$ cat config.mk
export PLATFORM = sky130hd
export DESIGN_NAME = hazard_ctl
export DESIGN_NICKNAME = d
export VERILOG_FILES = /design/src/rtl/hz_pkg.sv /design/src/rtl/hz_loaduse.sv /design/src/rtl/hz_ret_track.sv /design/src/rtl/hz_mode_sel.sv /design/src/rtl/hazard_ctl.sv
export SDC_FILE = /design/constraint.sdc
export NUM_CORES = 1
export LEC_CHECK = 0
export CAP_MARGIN = 25
export CORE_AREA = 2 2 39 41
export DETAILED_ROUTE_END_ITERATION = 6
export DIE_AREA = 0 0 41 43
export PLACE_DENSITY = 0.65
export SETUP_SLACK_MARGIN = 0.02
export SLEW_MARGIN = 20
export SYNTH_ARGS = -nofsm -noshare
export SYNTH_HDL_FRONTEND = slang
export SYNTH_SLANG_ARGS = --single-unit
$ cat constraint.sdc
create_clock -name vclk -period 1.2
set_input_delay 0.3 -clock vclk [all_inputs]
set_output_delay 0.3 -clock vclk [all_outputs]
set_load 0.01 [all_outputs]
$ cat src/rtl/hz_pkg.sv
package hz_pkg;

    typedef enum logic [1:0] {
        CLS_OTHER  = 2'd0,
        CLS_LOAD   = 2'd1,
        CLS_POP    = 2'd2,
        CLS_BRANCH = 2'd3
    } iclass_t;

    typedef enum logic [1:0] {
        MODE_RUN,
        MODE_INTERLOCK,
        MODE_RET_HOLD,
        MODE_SQUASH
    } hz_mode_t;

    typedef struct packed {
        logic stall;
        logic bubble;
    } stage_ctl_t;

    localparam int NSTAGE = 5;
    localparam int ST_F   = 0;
    localparam int ST_D   = 1;
    localparam int ST_E   = 2;
    localparam int ST_M   = 3;
    localparam int ST_W   = 4;

endpackage

$ cat src/rtl/hz_loaduse.sv
module hz_loaduse
    import hz_pkg::*;
#(
    parameter int REG_W = 4
) (
    input  logic [REG_W-1:0] src_a,
    input  logic [REG_W-1:0] src_b,
    input  logic [1:0]       cls,
    input  logic [REG_W-1:0] dst,
    output logic             hit
);
    localparam logic [REG_W-1:0] NO_REG = '1;

    logic from_mem;
    logic dst_valid;

    always_comb begin
        unique case (iclass_t'(cls))
            CLS_LOAD, CLS_POP:     from_mem = 1'b1;
            CLS_OTHER, CLS_BRANCH: from_mem = 1'b0;
            default:               from_mem = 1'b0;
        endcase
        dst_valid = (dst != NO_REG);
        hit = from_mem && dst_valid && ((dst == src_a) || (dst == src_b));
    end
endmodule

$ cat src/rtl/hz_ret_track.sv
module hz_ret_track #(
    parameter int N_RET = 3
) (
    input  logic [N_RET-1:0] ret_flags,
    output logic             busy
);
    always_comb begin
        busy = 1'b0;
        for (int i = 0; i < N_RET; i++) begin
            busy = busy | ret_flags[i];
        end
    end
endmodule

$ cat src/rtl/hz_mode_sel.sv
module hz_mode_sel
    import hz_pkg::*;
(
    input  logic     lu_hit,
    input  logic     ret_busy,
    input  logic     mispredict,
    output hz_mode_t mode
);
    always_comb begin
        unique casez ({mispredict, lu_hit, ret_busy})
            3'b1??:  mode = MODE_SQUASH;
            3'b01?:  mode = MODE_INTERLOCK;
            3'b001:  mode = MODE_RET_HOLD;
            3'b000:  mode = MODE_RUN;
            default: mode = MODE_RUN;
        endcase
    end
endmodule

$ cat src/rtl/hazard_ctl.sv
module hazard_ctl
    import hz_pkg::*;
#(
    parameter int REG_W = 4
) (
    input  logic             clk,
    input  logic             rst_n,
    input  logic [REG_W-1:0] d_src_a,
    input  logic [REG_W-1:0] d_src_b,
    input  logic [1:0]       e_class,
    input  logic [REG_W-1:0] e_dst,
    input  logic             ret_in_d,
    input  logic             ret_in_e,
    input  logic             ret_in_m,
    input  logic             e_mispredict,
    output logic             f_stall,
    output logic             f_bubble,
    output logic             d_stall,
    output logic             d_bubble,
    output logic             e_stall,
    output logic             e_bubble,
    output logic             m_stall,
    output logic             m_bubble,
    output logic             w_stall,
    output logic             w_bubble
);
    localparam int N_RET = 3;

    logic       lu_hit;
    logic       ret_busy;
    hz_mode_t   mode;
    stage_ctl_t ctl [NSTAGE];

    hz_loaduse #(.REG_W(REG_W)) u_loaduse (
        .src_a (d_src_a),
        .src_b (d_src_b),
        .cls   (e_class),
        .dst   (e_dst),
        .hit   (lu_hit)
    );

    hz_ret_track #(.N_RET(N_RET)) u_ret (
        .ret_flags ({ret_in_m, ret_in_e, ret_in_d}),
        .busy      (ret_busy)
    );

    hz_mode_sel u_mode (
        .lu_hit     (lu_hit),
        .ret_busy   (ret_busy),
        .mispredict (e_mispredict),
        .mode       (mode)
    );

    always_comb begin
        for (int s = 0; s < NSTAGE; s++) begin
            ctl[s] = '{stall: 1'b0, bubble: 1'b0};
        end
        unique case (mode)
            MODE_RUN: ;
            MODE_INTERLOCK: begin
                ctl[ST_F].stall  = 1'b1;
                ctl[ST_D].stall  = 1'b1;
                ctl[ST_E].bubble = 1'b1;
            end
            MODE_RET_HOLD: begin
                ctl[ST_F].stall  = 1'b1;
                ctl[ST_D].bubble = 1'b1;
            end
            MODE_SQUASH: begin
                ctl[ST_D].bubble = 1'b1;
                ctl[ST_E].bubble = 1'b1;
            end
            default: ;
        endcase
    end

    assign f_stall  = ctl[ST_F].stall;
    assign f_bubble = ctl[ST_F].bubble;
    assign d_stall  = ctl[ST_D].stall;
    assign d_bubble = ctl[ST_D].bubble;
    assign e_stall  = ctl[ST_E].stall;
    assign e_bubble = ctl[ST_E].bubble;
    assign m_stall  = ctl[ST_M].stall;
    assign m_bubble = ctl[ST_M].bubble;
    assign w_stall  = ctl[ST_W].stall;
    assign w_bubble = ctl[ST_W].bubble;


    interlock_resp_chk: assert property (@(posedge clk) disable iff (!rst_n)
        (lu_hit && !e_mispredict) |-> (f_stall && d_stall && e_bubble && !d_bubble));


    ret_hold_resp_chk: assert property (@(posedge clk) disable iff (!rst_n)
        (ret_busy && !lu_hit && !e_mispredict) |-> (f_stall && d_bubble && !d_stall && !e_bubble));


    squash_resp_chk: assert property (@(posedge clk) disable iff (!rst_n)
        e_mispredict |-> (d_bubble && e_bubble && !f_stall && !d_stall));


    idle_quiet_chk: assert property (@(posedge clk) disable iff (!rst_n)
        (!lu_hit && !ret_busy && !e_mispredict) |-> (!f_stall && !d_stall && !d_bubble && !e_bubble));


    no_dual_ctl_chk: assert property (@(posedge clk) disable iff (!rst_n)
        !(d_stall && d_bubble) && !(f_stall && f_bubble) && !(e_stall && e_bubble));


    tail_quiet_chk: assert property (@(posedge clk) disable iff (!rst_n)
        !(f_bubble || e_stall || m_stall || m_bubble || w_stall || w_bubble));

endmodule

==> flow_summary.ini, run 1 <==
[timing]
rsz0062_at_grt = true
slew_viol_final = 0
max_freq_mhz = 614.6
finalSetupViolations = 4
finalHoldViolCount = 0
finalCriticalPeriod_ns = 1.627
layout_setup_ws_ns = -0.4271
period_share = 1.356

[status]
failed_checks = negative setup slack
outcome = complete, but fails checks

[power]
leakagePower_nw = 0.2601
p_total_mw = 0.1872
vdd_drop_max_mv = 0.08666
p_per_area_mw_per_mm2 = 353.6

[worst_setup_path]
cp-end-kind = output pin
startpoint_type = primary input
cp.arrival_ns = 1.33
path_max_fanout = 3
criticalPathCategory = primary input to output pin
required_ns = 0.90

[floorplanning]
dieHeight_um = 43
die_x_um = 41
ioPinCount = 30
initial_core_util = 0.1420
dieArea_mm2 = 0.001763
core_area_mm2 = 0.001384
row_count = 14

[global_routing]
grt_start_max_net_pins = 5
grt_overflow = 0
antenna_found_initial = 0
track_usage = 0.07400
grt_pass1_vias = 251
grt_pass1_wl_um = 959

[detailed_routing]
routed-via-count = 262
routed_wl_um = 660
drt_iter0_drc = 0
drcViolationCount = 0
wl_per_cell_um = 9.565
ant_nets = 0
firstDrtPassIters = 1
vias_per_cell = 3.797

[cells_and_area]
fin_nets = 75
fill_cells = 145
area_delta_synth_final_pct = 169.4
n_sequential_cell = 0
insertedDiodeCount = 0
final_util = 0.3825
num-clock-buffers = 0
final_layout_size_suffix_gt1_frac = 0.6981
regArea_um2 = 0

[synth]
synth_area_per_cell_um2 = 7.555
yosys_warnings = 0
synthDistinctLibCells = 11
seq_area_frac_synth = 0
netlist_area_um2 = 196.4
syn_inst = 26

[job]
max_cap_viol_count = 0

[placement]
port_buffers = 22
place.gp.congestion = 0.5943

[worst_hold_path]
hold_class = primary input to output pin
cell usage after synthesis (all sizes together):
| cell | n | area share |
|---|---|---|
| buf | 6 | 0.23 |
| conb | 1 | 0.019 |
| xor2 | 1 | 0.045 |
| xnor2 | 8 | 0.36 |
| a21oi | 1 | 0.025 |
| or2 | 1 | 0.032 |
| nand2 | 1 | 0.032 |
| a211oi | 1 | 0.064 |
| nand4 | 3 | 0.096 |
| nor3 | 1 | 0.025 |
| o21bai | 2 | 0.076 |
worst paths after layout:
path	from	end	slack, ns	depth (start not counted)
setup / recovery	e_dst[1]	f_stall	-0.43	7
hold / removal	e_mispredict	f_stall	1.10	3
cells by family after synthesis:
family / Yosys count / share of synthesized area
other: 1 / 0.01909
xor gates and xnor gates: 9 / 0.4013
AOI/OAI and AO/OA: 4 / 0.1655
and+or+nand+nor: 6 / 0.1847
buffers and inverters: 6 / 0.2293
metal layers:
layer	wire, um	track usage	share of wire	vias up
met5	0	0	0	-
met4	0	0	0	0
met3	68	0	0.10	0
met2	414	0.1625	0.63	12
met1	177	0.06984	0.27	117
li1	-	-	-	133
power by group:
part / total, mW / switching, mW / internal [mW]
sequential: 0 / 0 / 0
clock: 0 / 0 / 0
combinational: 0.187 / 0.0709 / 0.116
stage by stage:
| stage | setup slack [ns] | cells | setup TNS (ns) | area (um2) | hold slack (ns) |
|---|---|---|---|---|---|
| floorplan | -0.1765 | 31 | -0.1765 | 249.0 | 0.6313 |
| global placement | -1.233 | 64 | -4.617 | 451.7 | 1.733 |
| detailed placement | -1.254 | 64 | -4.648 | 451.7 | 1.733 |
| CTS | -0.4590 | 66 | -1.233 | 500.5 | 1.107 |
| global route | -0.4887 | 69 | -1.605 | 529.3 | 1.127 |
| finish | -0.4271 | 69 | -1.366 | 529.3 | 1.102 |
timing repair:
action | CTS | global route
setup endpoints to repair | 4 | 4
pin swaps | 17 | 8
hold buffers | 0 | 0
endpoints found under the hold margin | 0 | 0
gates resized for setup | 92 | 5
buffers inserted | 2 | 3
layout by cell type, fill, tap and decap left out, drive strengths merged:
cell,instances
conb,6
xnor2,8
o21bai,2
buf,22
dlygate4sd2,4
nor3,1
nand2,1
xor2,1
clkbuf,2
a21oi,1
a211oi,1
nand4,3
or2,1
worst max-delay path, cell delays in order:
cell and delay [ns]:
buf_6 0.11, xnor2_2 0.13, nand4_1 0.15, a211oi_2 0.28, buf_4 0.14, o21bai_4 0.10, buf_6 0.11
final cells by class:
| class | count | area, um2 | area share |
|---|---|---|---|
| multi-input cells | 25 | 256.5 | 0.4846 |
| repair buffers | 28 | 252.7 | 0.4775 |
| well taps | 16 | 20.02 | 0.03783 |
Power figures use the tool's default switching activity.
==> run 2, diff against run 1 <==
--- a/config.mk
+++ b/config.mk
@@ -6,9 +6,9 @@
 export NUM_CORES = 1
 export LEC_CHECK = 0
 export CAP_MARGIN = 25
-export CORE_AREA = 2 2 39 41
+export CORE_AREA = 10 10 47 49
 export DETAILED_ROUTE_END_ITERATION = 6
-export DIE_AREA = 0 0 41 43
+export DIE_AREA = 0 0 57 59
 export PLACE_DENSITY = 0.65
 export SETUP_SLACK_MARGIN = 0.02
 export SLEW_MARGIN = 20
==> run 2 against run 1 <==
Net effect:
- the run still ends with negative setup slack left
- global-route usage shrank 2.8 points
- flip-flop and latch count is the same
- cell area shrank 13%
- die area grew 91%
- critical path type unchanged
==> flow_summary.ini, run 2 (same netlist as run 1, synthesis figures left out) <==
[cells_and_area]
final_layout_size_suffix_gt1_frac = 0.5686
n_sequential_cell = 0
fin_nets = 73
mostFrequentLayoutCell = buf_2
regArea_um2 = 0
area_delta_synth_final_pct = 134.4
final_cells = 67
final_cell_mix = buf_2, conb_1, buf_6
insertedDiodeCount = 0
fill_cells = 166
num-clock-buffers = 0

[floorplanning]
ioPinCount = 30
row_count = 14
core_area_mm2 = 0.001401
dieArea_mm2 = 0.003363
initial_core_util = 0.1402
die_x_um = 57
dieHeight_um = 59

[timing]
rsz0062_at_grt = true
period_share = 1.344
fin_setup_tns_ns = -1.428
max_freq_mhz = 620.1
finalHoldViolCount = 0
finalSetupViolations = 4
finalCriticalPeriod_ns = 1.613
slew_viol_final = 0
layout_setup_ws_ns = -0.4126

[worst_setup_path]
path_max_fanout = 3
startpoint_type = primary input
required_ns = 0.90
cp-end-kind = output pin
slowest_delay_ns = 0.19
cp.arrival_ns = 1.31
critPathSlowestCell = a211oi_2
criticalPathCategory = primary input to output pin
worstPathCellList = buf_6, xnor2_2, nand4_1, buf_4, a211oi_2, o21bai_4, buf_6
path_common_cell = buf_6

[detailed_routing]
vias_per_cell = 3.701
ant_nets = 0
wl_per_cell_um = 12.33
drt_iter0_drc = 2
firstDrtPassIters = 2
routed_wl_um = 826
drcViolationCount = 0
routed-via-count = 248

[global_routing]
grt_start_max_net_pins = 5
grt_pass1_vias = 313
grt_overflow = 0
antenna_found_initial = 0
grt_pass1_wl_mm = 1.345
track_usage = 0.04630

[worst_hold_path]
hold_class = primary input to output pin

[power]
vdd_drop_max_mv = 0.08597
p_per_area_mw_per_mm2 = 347.1
leakagePower_nw = 0.2145

[clock_tree]
postCtsHoldBufs = 0

[placement]
placed_cells = 64
port_buffers = 22
place.gp.congestion = 0.6482

[status]
outcome = complete, but fails checks
failed_checks = negative setup slack

[job]
max_cap_viol_count = 0
==> run 2: changes by cell type in the layout (fill, tap and decap cells not counted) <==
cell	change
dlygate4sd2_1	-1
buf_2	+5
xnor2_1	+4
clkdlybuf4s50_1	+2
clkdlybuf4s15_1	+1
buf_8	-1
buf_4	-2
buf_6	-4
xnor2_2	-4
clkbuf_2	-2
==> run 2: per-layer routing <==
metal,GRT usage,routed length [um]
met1,0.04529,274
met2,0.1008,491
met3,0.008584,60
met4,0,0
met5,0,0
==> run 2: path summary, 6_finish.rpt <==
kind / from / endpoint / depth (start not counted)
hold / removal: e_mispredict / f_stall / 3
setup / recovery: e_dst[2] / f_stall / 7
==> run 2: timing repair <==
action                                  in CTS  in global routing
resized for setup                           84                  1
gates cloned                                 0                  0
pin swaps                                   17                  3
setup buffers                                3                  0
endpoints found under the setup margin       4                  4
hold endpoints to repair                     0                  0
==> run 2: area by class of cell <==
class / instances / area [um2] / share of cell area
timing repair buffer: 26 / 214.0 / 0.4647
multi-input combinational: 25 / 226.5 / 0.4918
tap: 16 / 20.02 / 0.04348
==> run 2: critical path: cells and delay by family <==
kind / cells / cell delay, ns
xor+xnor: 1 / 0.13
buf+inv: 3 / 0.38
compound gates: 2 / 0.35
simple gates: 1 / 0.15
==> run 2: where the power goes <==
| part | switching, mW | internal [mW] | total [mW] |
|---|---|---|---|
| combinational | 0.0654 | 0.0944 | 0.160 |
| clock | 0 | 0 | 0 |
| sequential | 0 | 0 | 0 |
==> run 2: per-stage QoR <==
step           hold WS (ns)  power [mW]  setup WS (ns)  utilization  area (um2)
6_report              1.106      0.1598        -0.4126       0.3286       460.4
5_1_grt               1.126      0.1731        -0.4948       0.3286       460.4
4_1_cts               1.109      0.1588        -0.4299       0.3241       454.2
3_5_place_dp          1.744      0.1603         -1.233       0.3223       451.7
3_3_place_gp          1.744      0.1595         -1.251       0.3223       451.7
2_1_floorplan        0.6313     0.07978        -0.1765            -       249.0
